File: config.mk
export PLATFORM = sky130hd
export DESIGN_NAME = isp_cmd_slave
export DESIGN_NICKNAME = d
export VERILOG_FILES = /design/src/rtl/isp_pkg.sv /design/src/rtl/isp_datapath.sv /design/src/rtl/isp_control.sv /design/src/rtl/isp_cmd_slave.sv
export SDC_FILE = /design/constraint.sdc
export NUM_CORES = 1
export LEC_CHECK = 0
export BUFFER_PORTS_ARGS = -buffer_cell sky130_fd_sc_hd__buf_2
export CAP_MARGIN = 10
export CORE_MARGIN = 2
export CORE_UTILIZATION = 61
export DETAILED_ROUTE_END_ITERATION = 16
export PLACE_DENSITY = 0.8
export SYNTH_ARGS = -nofsm -noshare
export SYNTH_HDL_FRONTEND = slang
export SYNTH_SLANG_ARGS = --single-unit
export TNS_END_PERCENT = 30
File: constraint.sdc
create_clock -name clk -period 2.5 [get_ports clk]
set_input_delay 0.375 -clock clk [delete_from_list [all_inputs] [get_ports clk]]
set_output_delay 0.375 -clock clk [all_outputs]
set_load 0.01 [all_outputs]
File: src/rtl/isp_pkg.sv
package isp_pkg;
  typedef struct packed {
    logic       txLoad;
    logic [7:0] txData;
  } txCtl_t;

  localparam logic [7:0] OP_PREFIX  = 8'hAC;
  localparam logic [7:0] OP_ENABLE  = 8'h53;
  localparam logic [7:0] OP_RD_BYTE = 8'h20;
  localparam logic [7:0] OP_WR_BYTE = 8'h40;
  localparam logic [7:0] OP_LOCK_RD = 8'h24;
  localparam logic [7:0] OP_SIG_RD  = 8'h28;
  localparam logic [7:0] OP_PAGE_RD = 8'h30;
  localparam logic [7:0] OP_PAGE_WR = 8'h50;
  localparam logic [7:0] ECHO_BYTE  = 8'h69;
endpackage

File: src/rtl/isp_datapath.sv
module isp_datapath import isp_pkg::*; #(
  parameter int GUARD_CLKS = 64
) (
  input  logic       clk,
  input  logic       progRst,
  input  logic       sck,
  input  logic       mosi,
  input  txCtl_t     txCtl,
  output logic       byteDone,
  output logic [7:0] rxByte,
  output logic       miso
);
  localparam int GW = $clog2(GUARD_CLKS + 1);

  logic [2:0]    sckS;
  logic [1:0]    mosiS;
  logic [GW-1:0] guardCnt;
  logic          guardOk;
  logic          accRise, accFall;
  logic [2:0]    bitCnt;
  logic [7:0]    rxSh, txSh;

  assign guardOk = (guardCnt == GW'(GUARD_CLKS));
  assign accRise = guardOk && sckS[1] && !sckS[2];
  assign accFall = guardOk && !sckS[1] && sckS[2];
  assign rxByte  = rxSh;
  assign miso    = txSh[7];

  always_ff @(posedge clk or negedge progRst) begin
    if (!progRst) begin
      sckS     <= '0;
      mosiS    <= '0;
      guardCnt <= '0;
      bitCnt   <= '0;
      rxSh     <= '0;
      txSh     <= '0;
      byteDone <= 1'b0;
    end else begin
      sckS  <= {sckS[1:0], sck};
      mosiS <= {mosiS[0], mosi};
      if (!guardOk) begin
        if (sckS[1]) guardCnt <= '0;
        else         guardCnt <= guardCnt + 1'b1;
      end
      byteDone <= accRise && (bitCnt == 3'd7);
      if (accRise) begin
        rxSh   <= {rxSh[6:0], mosiS[1]};
        bitCnt <= bitCnt + 3'd1;
      end
      if (txCtl.txLoad)                  txSh <= txCtl.txData;
      else if (accFall && bitCnt != 3'd0) txSh <= {txSh[6:0], 1'b0};
    end
  end

  // once the guard interval has been met it stays met until reset
  a_r2_guard_sticky: assert property (@(posedge clk) disable iff (!progRst)
    guardOk |=> guardOk);

  // the outgoing shifter moves only on a falling edge or a load
  a_r3_miso_hold: assert property (@(posedge clk) disable iff (!progRst)
    (!accFall && !txCtl.txLoad) |=> $stable(txSh));
endmodule

File: src/rtl/isp_control.sv
module isp_control import isp_pkg::*; #(
  parameter int          ADDR_W   = 10,
  parameter logic [23:0] SIG_WORD = 24'h7E3CA5
) (
  input  logic              clk,
  input  logic              progRst,
  input  logic              byteDone,
  input  logic [7:0]        rxByte,
  input  logic [7:0]        memRdata,
  output txCtl_t            txCtl,
  output logic [ADDR_W-1:0] memAddr,
  output logic [7:0]        memWdata,
  output logic              memWe
);
  logic [1:0]        byteIdx;
  logic [7:0]        op, arg1;
  logic              enabled;
  logic [1:0]        lockMode;
  logic              pageActive, pageWr;
  logic [7:0]        pageHi, pageOff;
  logic              eraseActive;
  logic [ADDR_W-1:0] eraseAddr;
  logic [15:0]       addrReg;
  logic [7:0]        wdReg, txConst;
  logic              wrReq, txPend, txFromMem;
  logic [7:0]        lockByte;

  assign lockByte = {3'b000, lockMode == 2'd3, lockMode >= 2'd2, lockMode >= 2'd1, 2'b00};

  function automatic logic [7:0] sigByte(input logic [1:0] idx);
    if (idx == 2'd3) return 8'hFF;
    return SIG_WORD[8*idx +: 8];
  endfunction

  assign memAddr      = eraseActive ? eraseAddr : addrReg[ADDR_W-1:0];
  assign memWdata     = eraseActive ? 8'hFF : wdReg;
  assign memWe        = eraseActive || wrReq;
  assign txCtl.txLoad = txPend;
  assign txCtl.txData = txFromMem ? memRdata : txConst;

  always_ff @(posedge clk or negedge progRst) begin
    if (!progRst) begin
      byteIdx <= '0; op <= '0; arg1 <= '0; enabled <= 1'b0; lockMode <= '0;
      pageActive <= 1'b0; pageWr <= 1'b0; pageHi <= '0; pageOff <= '0;
      eraseActive <= 1'b0; eraseAddr <= '0; addrReg <= '0; wdReg <= '0;
      txConst <= '0; wrReq <= 1'b0; txPend <= 1'b0; txFromMem <= 1'b0;
    end else begin
      wrReq  <= 1'b0;
      txPend <= 1'b0;
      if (eraseActive) begin
        eraseAddr <= eraseAddr + 1'b1;
        if (eraseAddr == {ADDR_W{1'b1}}) eraseActive <= 1'b0;
      end
      if (byteDone) begin
        if (pageActive) begin
          if (pageWr && !eraseActive) begin
            addrReg <= {pageHi, pageOff}; wdReg <= rxByte; wrReq <= 1'b1;
          end
          if (!pageWr && pageOff != 8'hFF) begin
            addrReg <= {pageHi, pageOff + 8'd1}; txPend <= 1'b1; txFromMem <= 1'b1;
          end
          pageOff <= pageOff + 8'd1;
          if (pageOff == 8'hFF) pageActive <= 1'b0;
        end else begin
          case (byteIdx)
            2'd0: begin op <= rxByte; byteIdx <= 2'd1; end
            2'd1: begin
              arg1 <= rxByte;
              if (enabled && (op == OP_PAGE_RD || op == OP_PAGE_WR)) begin
                pageActive <= 1'b1; pageWr <= (op == OP_PAGE_WR);
                pageHi <= rxByte; pageOff <= '0; byteIdx <= 2'd0;
                if (op == OP_PAGE_RD) begin
                  addrReg <= {rxByte, 8'h00}; txPend <= 1'b1; txFromMem <= 1'b1;
                end
              end else byteIdx <= 2'd2;
            end
            2'd2: begin
              byteIdx <= 2'd3;
              addrReg <= {arg1, rxByte};
              if (op == OP_PREFIX && arg1 == OP_ENABLE) begin
                txPend <= 1'b1; txFromMem <= 1'b0; txConst <= ECHO_BYTE;
              end else if (enabled) begin
                case (op)
                  OP_RD_BYTE: begin txPend <= 1'b1; txFromMem <= 1'b1; end
                  OP_LOCK_RD: begin txPend <= 1'b1; txFromMem <= 1'b0; txConst <= lockByte; end
                  OP_SIG_RD:  begin txPend <= 1'b1; txFromMem <= 1'b0; txConst <= sigByte(rxByte[1:0]); end
                  default: ;
                endcase
              end
            end
            default: begin
              byteIdx <= 2'd0;
              if (op == OP_PREFIX) begin
                if (arg1 == OP_ENABLE) enabled <= 1'b1;
                else if (enabled && arg1[7:5] == 3'b100) begin
                  eraseActive <= 1'b1; eraseAddr <= '0; lockMode <= 2'd0;
                end else if (enabled && arg1[7:2] == 6'b111000 &&
                             lockMode != 2'd3 && arg1[1:0] == lockMode + 2'd1)
                  lockMode <= arg1[1:0];
              end else if (enabled && op == OP_WR_BYTE && !eraseActive) begin
                wdReg <= rxByte; wrReq <= 1'b1;
              end
            end
          endcase
        end
      end
    end
  end

  // the lock level only steps up by one or is cleared by an erase
  a_r10_lock_step: assert property (@(posedge clk) disable iff (!progRst)
    (lockMode != $past(lockMode)) |-> (lockMode == $past(lockMode) + 2'd1 || lockMode == 2'd0));

  // a serial write never reaches memory before the handshake
  a_r5_we_needs_enable: assert property (@(posedge clk) disable iff (!progRst)
    (memWe && !eraseActive) |-> enabled);

  // a page stream ends only after offset 255, back at the first byte of a frame
  a_r8_page_end: assert property (@(posedge clk) disable iff (!progRst)
    $fell(pageActive) |-> (byteIdx == 2'd0 && $past(pageOff) == 8'hFF));

  // the erase sweep ends only after covering the top address
  a_r13_erase_full: assert property (@(posedge clk) disable iff (!progRst)
    $fell(eraseActive) |-> $past(eraseAddr) == {ADDR_W{1'b1}});
endmodule

File: src/rtl/isp_cmd_slave.sv
module isp_cmd_slave import isp_pkg::*; #(
  parameter int          ADDR_W     = 10,
  parameter int          GUARD_CLKS = 64,
  parameter logic [23:0] SIG_WORD   = 24'h7E3CA5
) (
  input  logic              clk,
  input  logic              progRst,
  input  logic              sck,
  input  logic              mosi,
  output logic              miso,
  output logic [ADDR_W-1:0] memAddr,
  output logic [7:0]        memWdata,
  output logic              memWe,
  input  logic [7:0]        memRdata
);
  txCtl_t     txCtl;
  logic       byteDone;
  logic [7:0] rxByte;

  isp_datapath #(.GUARD_CLKS(GUARD_CLKS)) u_dp (
    .clk(clk), .progRst(progRst), .sck(sck), .mosi(mosi), .txCtl(txCtl),
    .byteDone(byteDone), .rxByte(rxByte), .miso(miso)
  );

  isp_control #(.ADDR_W(ADDR_W), .SIG_WORD(SIG_WORD)) u_ctl (
    .clk(clk), .progRst(progRst), .byteDone(byteDone), .rxByte(rxByte),
    .memRdata(memRdata), .txCtl(txCtl), .memAddr(memAddr),
    .memWdata(memWdata), .memWe(memWe)
  );
endmodule

==> flow_summary.json, run 1 <==
{
  "mostFrequentLayoutCell": "dfrtp_1",
  "ys_warn_count": 0,
  "slew_viol_final": 0,
  "cts.sinks": 105,
  "ios": 32,
  "tightest_slew_ns": 0.699,
  "ctsLongestPathBuffers": 2,
  "p_seq_frac": 0.607,
  "synth-edff-count": 0,
  "rows": 33,
  "final_hold_viol_count": 0,
  "cp-end-kind": "register",
  "ir_worst_vdd_v": 0.000326,
  "die_x_um": 97.2,
  "n_fill_cell": 603,
  "p_sw_frac": 0.223,
  "critPathLaunch": "u_ctl.op[7]",
  "combPwrFrac": 0.019,
  "netlist_area_um2": 5300,
  "crit_path_max_fanout": 14,
  "rsz0062_at_grt": "no",
  "avgSynthCellArea_um2": 10.6,
  "period_share": 0.955,
  "setup-violations-final": 0,
  "power_density_nw_per_um2": 482,
  "antenna_found_initial": 0,
  "gp_congestion": 0.922,
  "numCtsBuffers": 9,
  "drcViolationCount": 0,
  "grt.overflow.total": 0,
  "hold_class": "primary input to asynchronous set/reset pin",
  "drtIter0Drc": 237,
  "dieArea_um2": 9440,
  "cp.required_ns": 2.81,
  "grt_max_degree": 57,
  "relSlewSlack": 0.534,
  "p_sw_mw": 0.630,
  "dp.cells": 627,
  "yosys.cell_types.count": 56,
  "r2r_end": "u_ctl.txConst[3]",
  "vias_per_cell": 6.01,
  "grtUsageTotal": 0.241,
  "p_int_mw": 2.19,
  "worstSetupPathType": "register to register",
  "outcome": "finished, final reports clean",
  "vias": 3870,
  "worstSkewPairLatency_ns": 0.37,
  "synth_cells": 498,
  "ff2ff_setup_slack_ns": 0.11,
  "skew_ns": 0.00979,
  "grt_pass1_wl_um": 18400,
  "power_frac_clock": 0.374,
  "drtAntennaViolNets": 0,
  "die_h_um": 97.2,
  "cp-endpoint": "u_ctl.txConst[3]",
  "start_util": 0.638,
  "critPathLaunchType": "register",
  "synth-async-reset-ratio": 1.00,
  "p_leak_nw": 2.76,
  "arrival_ns": 2.70,
  "fmax_ghz": 0.419,
  "synth-seq-cells": 105,
  "synth_fp_nets": 527,
  "io_buffers": 31,
  "ys_seq_area_frac": 0.496,
  "coreArea_um2": 8300,
  "r2r_cells": 5,
  "drt_first_pass_iters": 5,
  "layout-drive-gt1-share": 0.252,
  "antenna-diode-count": 0,
  "finalSetupTns_ns": 0,
  "clockRootBuffer": "clkbuf_8",
  "r2r-start": "u_ctl.op[7]",
  "path_clk_slew_ns": 0.10,
  "grt_pass1_vias": 3869,
  "synthToLayoutAreaGrowth_pct": 10.4,
  "wl_per_cell_um": 16.5,
  "stdcell_count": 644,
  "totalWireLength_um": 10700,
  "dp_hpwl_um": 7630,
  "ys.flop_type": "dfrtp_1",
  "cts_max_level": 3,
  "fin_nets": 563,
  "cap_violations": 0,
  "cts_tree": "yes",
  "final_cell_mix": "105 x dfrtp_1, 52 x nand2_1, 45 x mux2_2",
  "fin_crit_ns": 2.39
}
-- per-layer routing --
| metal | part of all wire | track usage | wire length, µm | vias up |
|---|---|---|---|---|
| met5 | 0 | 0 | 0 | - |
| met4 | 0.013 | 0.0769 | 143 | 0 |
| met3 | 0.056 | 0.0540 | 598 | 19 |
| met2 | 0.47 | 0.376 | 5020 | 132 |
| met1 | 0.46 | 0.338 | 4900 | 1896 |
| li1 | - | - | - | 1823 |
-- cells in the mapped netlist (5+ instances only) --
| cell type | number | area, µm² |
|---|---|---|
| dfrtp_1 | 105 | 2630 |
| nand2_1 | 52 | 195 |
| mux2_2 | 45 | 507 |
| nor2_1 | 34 | 128 |
| o21ai_0 | 32 | 160 |
| mux2i_1 | 24 | 240 |
| inv_1 | 18 | 67.6 |
| a21oi_1 | 17 | 85.1 |
| ha_1 | 17 | 213 |
| clkbuf_1 | 15 | 56.3 |
| or2_2 | 12 | 75.1 |
| a31oi_1 | 11 | 68.8 |
| xor2_1 | 11 | 96.3 |
| nand3_1 | 10 | 50.1 |
| nor3_1 | 10 | 50.1 |
| nand4_1 | 7 | 43.8 |
| xnor2_1 | 7 | 61.3 |
| and3_1 | 6 | 37.5 |
| nor2b_1 | 5 | 31.3 |
-- worst min path at each step --
stage / endpoint
2_1_floorplan: u_ctl.addrReg[0]
3_3_place_gp: u_dp.sckS[1]
3_5_place_dp: u_dp.mosiS[1]
4_1_cts: u_dp.sckS[0]
5_1_grt: u_dp.sckS[0]
6_report: u_dp.txSh[4]
-- power groups by stage --
stage | clock network (mW) | registers, mW | logic [mW]
5_1_grt | 1.15 | 1.71 | 0.0650
4_1_cts | 1.08 | 1.71 | 0.0569
2_1_floorplan | 0 | 1.74 | 0.0102
3_3_place_gp | 0 | 1.75 | 0.0550
3_5_place_dp | 0 | 1.75 | 0.0571
6_report | 1.05 | 1.71 | 0.0538
-- registers in the layout (all words and copies together) (netlist names), 7 cells and up --
name	cells
u_ctl.wdReg	8
u_ctl.arg1	8
u_ctl.pageOff	8
u_ctl.op	8
u_dp.guardCnt	7
u_dp.txSh	8
u_ctl.eraseAddr	10
u_ctl.addrReg	10
u_dp.rxByte	8
u_ctl.txConst	8
-- cells by family after synthesis --
kind of cell / Yosys count / share of synthesized area
fa+ha+maj: 17 / 0.0402
compound gates: 85 / 0.103
mux: 69 / 0.141
flops: 105 / 0.496
xor+xnor: 18 / 0.0298
simple gates: 161 / 0.156
buf+inv: 43 / 0.0343
-- layout make-up --
cell class                      count  area, µm²  area share
Timing Repair Buffer               50        304      0.0520
Clock inverter                      7       76.3      0.0131
Clock buffer                        9        124      0.0212
Multi-Input combinational cell    350       2520       0.430
Sequential cell                   105       2630       0.449
Tap cell                          105        131      0.0225
Inverter                           18       67.6      0.0116
-- critical path, cell delays in order, from the launching register on --
cell and delay (ns):
dfrtp_1 0.47, or3b_1 0.48, a2111oi_2 0.57, o2111ai_4 0.30
a221oi_1 0.36, a21o_2 0.14
-- repair_timing --
item,in CTS,in global routing
setup endpoints to repair,0,12
endpoints found under the hold margin,0,0
buffers inserted,0,0
hold buffers,0,0
resized for setup,0,4
-- metrics by stage --
stage | hold slack (ns) | utilization | cell area (µm²) | worst slack [ns] | total power [mW]
final | 0.100 | 0.705 | 5850 | 0.113 | 2.82
after global routing | 0.0840 | 0.705 | 5850 | 0.0242 | 2.93
after CTS | 0.0886 | 0.700 | 5810 | 0.0581 | 2.85
after detailed placement | 0.347 | 0.676 | 5610 | 0.0766 | 1.80
after global placement | 0.336 | 0.676 | 5610 | 0.169 | 1.80
after floorplan | 0.0794 | - | 5300 | 0.257 | 1.75
(Power assumes the default switching activity.)
==> run 2: changes to the inputs <==
--- a/config.mk
+++ b/config.mk
@@ -8,5 +8,4 @@
 export BUFFER_PORTS_ARGS = -buffer_cell sky130_fd_sc_hd__buf_2
 export CAP_MARGIN = 10
-export CORE_MARGIN = 2
 export CORE_UTILIZATION = 61
 export DETAILED_ROUTE_END_ITERATION = 16
==> constraint.sdc (replaced) <==
create_clock -name clk -period 2.5 [get_ports clk]
set_input_delay 0.375 -clock clk [delete_from_list [all_inputs] [get_ports clk]]
set_output_delay 0.375 -clock clk [all_outputs]
set_load 0.1 [all_outputs]
==> run 2 against run 1 <==
Via count decreased by 0.85%. Fmax is 1.4% higher. Cell count unchanged. Wire length is 0.81% higher. Non-clock buffer count stayed put. Clock power grew 9.5%. First-iteration DRC count fell by 21%. Power rose by 3.7%. Largest cell class unchanged. Highest routed layer unchanged.
==> flow_summary.json, run 2 (synthesized netlist as in run 1, its figures left out) <==
{
  "start_util": 0.638,
  "rows": 33,
  "largest_registers": "u_ctl.addrReg: 10 flops, u_ctl.eraseAddr: 10 flops",
  "cpMaxStageDelayCell": "or4b_4",
  "path_clk_slew_ns": 0.10,
  "fin_nets": 563,
  "gp_congestion": 0.877,
  "cap_violations": 0,
  "grtUsageTotal": 0.260,
  "tightest_slew_ns": 0.581,
  "arrival_ns": 2.66,
  "grt_max_degree": 61,
  "cts_tree": "yes",
  "dp_hpwl_um": 7620,
  "antenna-diode-count": 0,
  "fin_area_um2": 5880,
  "fin_util": 0.708,
  "wl_per_cell_um": 16.7,
  "outcome": "finished, final reports clean",
  "dp.cells": 627,
  "final_hold_viol_count": 0,
  "coreArea_um2": 8300,
  "crit_path_max_fanout": 14,
  "numCtsBuffers": 9,
  "setup-violations-final": 0,
  "ir_worst_vdd_v": 0.000315,
  "fmax_ghz": 0.425,
  "die_h_um": 95.2,
  "stdcell_count": 644,
  "mostFrequentLayoutCell": "dfrtp_1",
  "period_share": 0.942,
  "power_density_nw_per_um2": 497,
  "cts_max_level": 3,
  "crit_chain": "or4b_4, nor4_4, o2111ai_4, a221oi_1, a21o_2",
  "synthToLayoutAreaGrowth_pct": 11.0,
  "drtAntennaViolNets": 0,
  "cp.required_ns": 2.81,
  "vias": 3837,
  "drt_first_pass_iters": 5,
  "ctsLongestPathBuffers": 2,
  "antenna_found_initial": 0,
  "die_x_um": 95.2,
  "io_buffers": 31,
  "hold_class": "primary input to register",
  "drtIter0Drc": 187,
  "final_cell_mix": "104 x dfrtp_1, 52 x nand2_1, 45 x mux2_2",
  "n_fill_cell": 622,
  "skew_ns": 0.0141,
  "fin_crit_ns": 2.35,
  "cp-end-kind": "register",
  "layout-drive-gt1-share": 0.250,
  "drcViolationCount": 0,
  "slowest_delay_ns": 0.58,
  "worstSkewPairLatency_ns": 0.37,
  "whs_ns": 0.108,
  "vias_per_cell": 5.96,
  "grt.overflow.total": 0,
  "worstSetupPathType": "register to register",
  "dieArea_um2": 9060,
  "ios": 32,
  "rsz0062_at_grt": "yes",
  "grt_pass1_vias": 3649,
  "p_leak_nw": 2.77,
  "clockRootBuffer": "clkbuf_8",
  "cts.sinks": 105,
  "slew_viol_final": 0,
  "dpl-instance-area_um2": 5630,
  "grt_pass1_wl_um": 17800,
  "relSlewSlack": 0.612,
  "totalWireLength_um": 10700,
  "critPathLaunchType": "register"
}
[run 2: layout make-up]
type	instances	area, µm²	area share
Sequential cell	105	2630	0.447
Multi-Input combinational cell	350	2510	0.428
Timing Repair Buffer	50	319	0.0543
Clock buffer	11	131	0.0223
Tap cell	105	131	0.0223
Clock inverter	5	86.3	0.0147
Inverter	18	67.6	0.0115
[run 2: repair_timing]
| action | 4_1_cts | 5_1_grt |
|---|---|---|
| endpoints found under the hold margin | 20 | 0 |
| hold buffers | 1 | 0 |
| buffers inserted | 0 | 0 |
| endpoints found under the setup margin | 0 | 14 |
| resized for setup | 0 | 6 |
[run 2: final timing paths]
kind	startpoint	endpoint	slack [ns]	cells past startpoint
worst min-delay path	mosi	u_dp.mosiS[0]	0.11	1
worst max register to register	u_ctl.op[1]	u_ctl.txConst[3]	0.15	5
worst max-delay path	u_ctl.op[1]	u_ctl.txConst[3]	0.15	5
max in group asynchronous	progRst	u_ctl.txConst[1]	1.44	3
worst min register to register	u_dp.mosiS[0]	u_dp.mosiS[1]	0.36	0
min in group asynchronous	progRst	u_ctl.eraseAddr[8]	0.44	2
[run 2: worst max-delay path: cells and delay by family, from the launching register on]
| family | cells | cell delay (ns) |
|---|---|---|
| AND/OR/NAND/NOR | 2 | 1.09 |
| AO/OA/AOI/OAI | 3 | 0.77 |
| flip-flops | 1 | 0.42 |
[run 2: stage by stage]
| step | total power, mW | setup TNS (ns) | setup WS, ns |
|---|---|---|---|
| after CTS | 2.95 | 0 | 0.0413 |
| after global routing | 3.02 | -0.0440 | -0.0440 |
| after detailed placement | 1.81 | 0 | 0.0853 |
| after global placement | 1.80 | 0 | 0.142 |
| after floorplan | 1.75 | 0 | 0.0507 |
| final | 2.92 | 0 | 0.145 |
[run 2: power breakdown]
part | switching, mW | leakage, nW | internal (mW)
registers | 0.00866 | 1.41 | 1.70
logic | 0.0403 | 1.26 | 0.0183
clock network | 0.576 | 0.109 | 0.575
[run 2: per-layer routing]
layer | routed length [µm] | part of all wire | global-route usage | vias up
li1 | - | - | - | 1829
met1 | 4950 | 0.46 | 0.362 | 1911
met2 | 5230 | 0.49 | 0.418 | 86
met3 | 431 | 0.040 | 0.0415 | 11
met4 | 128 | 0.012 | 0.0770 | 0
met5 | 0 | 0 | 0 | -
==> run 3: changes to the inputs <==
BUFFER_PORTS_ARGS = default   (was -buffer_cell sky130_fd_sc_hd__buf_2)
CORE_UTILIZATION = 64   (was 61)
DONT_BUFFER_PORTS = 1   (was default)
==> run 3 against run 2 <==
The run now ends with hold timing left. Cell count down 5.7%. Clock power shrank 17%. Power decreased by 8.4%. Wire length decreased by 1.5%. Sequential cell count did not move. Fmax is 1.7% lower.
==> flow_summary.json, run 3 (synthesized netlist as in run 1, its figures left out) <==
{
  "path_depth": 5,
  "vias_per_cell": 6.07,
  "clockRootBuffer": "clkbuf_8",
  "period_share": 0.958,
  "cap_violations": 0,
  "wl_per_cell_um": 17.4,
  "violations": "hold timing",
  "rsz0062_at_grt": "yes",
  "coreArea_um2": 7850,
  "skew_ns": 0.0118,
  "crit_path_max_fanout": 14,
  "gp_congestion": 0.950,
  "total_power_mw": 2.68,
  "slew_viol_final": 0,
  "p_sw_frac": 0.214,
  "power_frac_clock": 0.356,
  "worst-path-buf-inv": 0,
  "p_sw_mw": 0.574,
  "r2r_cells": 5,
  "stdcell_count": 607,
  "io_buffers": 0,
  "cts_max_level": 3,
  "dieArea_um2": 8640,
  "final_hold_viol_count": 105,
  "p_seq_frac": 0.640,
  "crit_chain": "or4b_2, nor4_4, o2111ai_4, a221oi_1, a21o_2",
  "drcViolationCount": 0,
  "grt_max_degree": 106,
  "grt.overflow.total": 0,
  "largest_registers": "u_ctl.addrReg: 10 flops, u_ctl.eraseAddr: 10 flops",
  "cts_tree": "yes",
  "cpMaxStageDelayCell": "or4b_2",
  "arrival_ns": 2.71,
  "synthToLayoutAreaGrowth_pct": 6.54,
  "ctsLongestPathBuffers": 2,
  "drtIter0Drc": 261,
  "hold_class": "primary input to asynchronous set/reset pin",
  "die_h_um": 93.0,
  "cp-end-kind": "register",
  "rows": 32,
  "ir_worst_vdd_v": 0.000387,
  "fin_nets": 529,
  "antenna_found_initial": 0,
  "die_x_um": 93.0,
  "tightest_slew_ns": 0.886,
  "vias": 3682,
  "worstSkewPairLatency_ns": 0.37,
  "mostFrequentLayoutCell": "dfrtp_1",
  "slowest_delay_ns": 0.72,
  "dpl-instance-area_um2": 5440,
  "critPathLaunchType": "register",
  "n_fill_cell": 565,
  "dp_hpwl_um": 7280,
  "cp_top_family": "simple AND/OR/NAND/NOR gates",
  "fin_area_um2": 5640,
  "start_util": 0.675,
  "combPwrFrac": 0.005,
  "path_clk_slew_ns": 0.09,
  "totalWireLength_um": 10600,
  "cp.required_ns": 2.81,
  "layout-drive-gt1-share": 0.202,
  "p_leak_nw": 2.58,
  "drt_first_pass_iters": 4,
  "cts.sinks": 105,
  "setup-violations-final": 0,
  "grt_pass1_wl_um": 17700,
  "fin_crit_ns": 2.39,
  "grt_pass1_vias": 3653,
  "power_density_nw_per_um2": 474,
  "outcome": "finished, violations left",
  "fmax_ghz": 0.418,
  "dp.cells": 591,
  "antenna-diode-count": 0,
  "whs_ns": -0.306,
  "worstSetupPathType": "register to register",
  "grtUsageTotal": 0.264,
  "ios": 32,
  "numCtsBuffers": 9,
  "relSlewSlack": 0.409,
  "fin_util": 0.719,
  "p_int_mw": 2.10,
  "final_cell_mix": "105 x dfrtp_1, 52 x nand2_1, 45 x mux2_2",
  "drtAntennaViolNets": 0
}
run 3: cell count changes in the layout (fill, tap and decap cells not counted), moves of 2 or more:
cell | previous run | this run
buf_2 | 30 | 0
clkinvlp_4 | 0 | 2
bufinv_16 | 2 | 0
inv_6 | 2 | 0
run 3: what timing repair did:
item | in CTS | in global routing
buffers inserted | 0 | 0
endpoints found under the setup margin | 0 | 15
hold endpoints to repair | 105 | 105
gates resized for setup | 0 | 5
run 3: final timing paths:
| kind | startpoint | endpoint | slack [ns] |
|---|---|---|---|
| min in group clk | sck | u_dp.sckS[0] | 0.03 |
| max in group asynchronous | progRst | u_ctl.addrReg[6] | 2.61 |
| worst max-delay path | u_ctl.arg1[5] | u_ctl.txConst[3] | 0.11 |
| worst min register to register | u_dp.sckS[0] | u_dp.sckS[1] | 0.36 |
| worst max register to register | u_ctl.arg1[5] | u_ctl.txConst[3] | 0.11 |
| worst min-delay path | progRst | u_dp.txSh[2] | -0.31 |
run 3: power by group through the flow:
stage / Clock [mW] / Combinational [mW] / Sequential (mW)
2_1_floorplan: 0 / 0.0102 / 1.74
3_3_place_gp: 0 / 0.0115 / 1.75
3_5_place_dp: 0 / 0.0125 / 1.75
4_1_cts: 0.978 / 0.0125 / 1.71
5_1_grt: 1.03 / 0.0138 / 1.71
6_report: 0.952 / 0.0123 / 1.71
run 3: layout make-up:
cell class,instances,area (µm²),share of cell area
clock inverter,4,28.8,0.00510
clock buffer,12,145,0.0257
timing repair buffer,16,120,0.0213
inverter,18,67.6,0.0120
sequential,105,2630,0.466
tap,102,128,0.0226
multi-input combinational,350,2530,0.448
run 3: metal layers:
metal  share of wire  wire length, µm  track usage
met1            0.46             4920        0.368
met4          0.0089               94       0.0679
met3           0.056              591       0.0472
met2            0.47             4980        0.432
met5               0                0            0
run 3: metrics by stage:
step / TNS (ns) / setup WS, ns
final: 0 / 0.105
after global routing: -0.0258 / -0.0258
after CTS: 0 / 0.0657
after detailed placement: 0 / 0.105
after global placement: 0 / 0.152
after floorplan: 0 / 0.0507
run 3: worst reg2reg max path: stages (launching register included):
cell       delay [ns]
dfrtp_1          0.42
or4b_2           0.72
nor4_4           0.39
o2111ai_4        0.31
a221oi_1         0.36
a21o_2           0.14
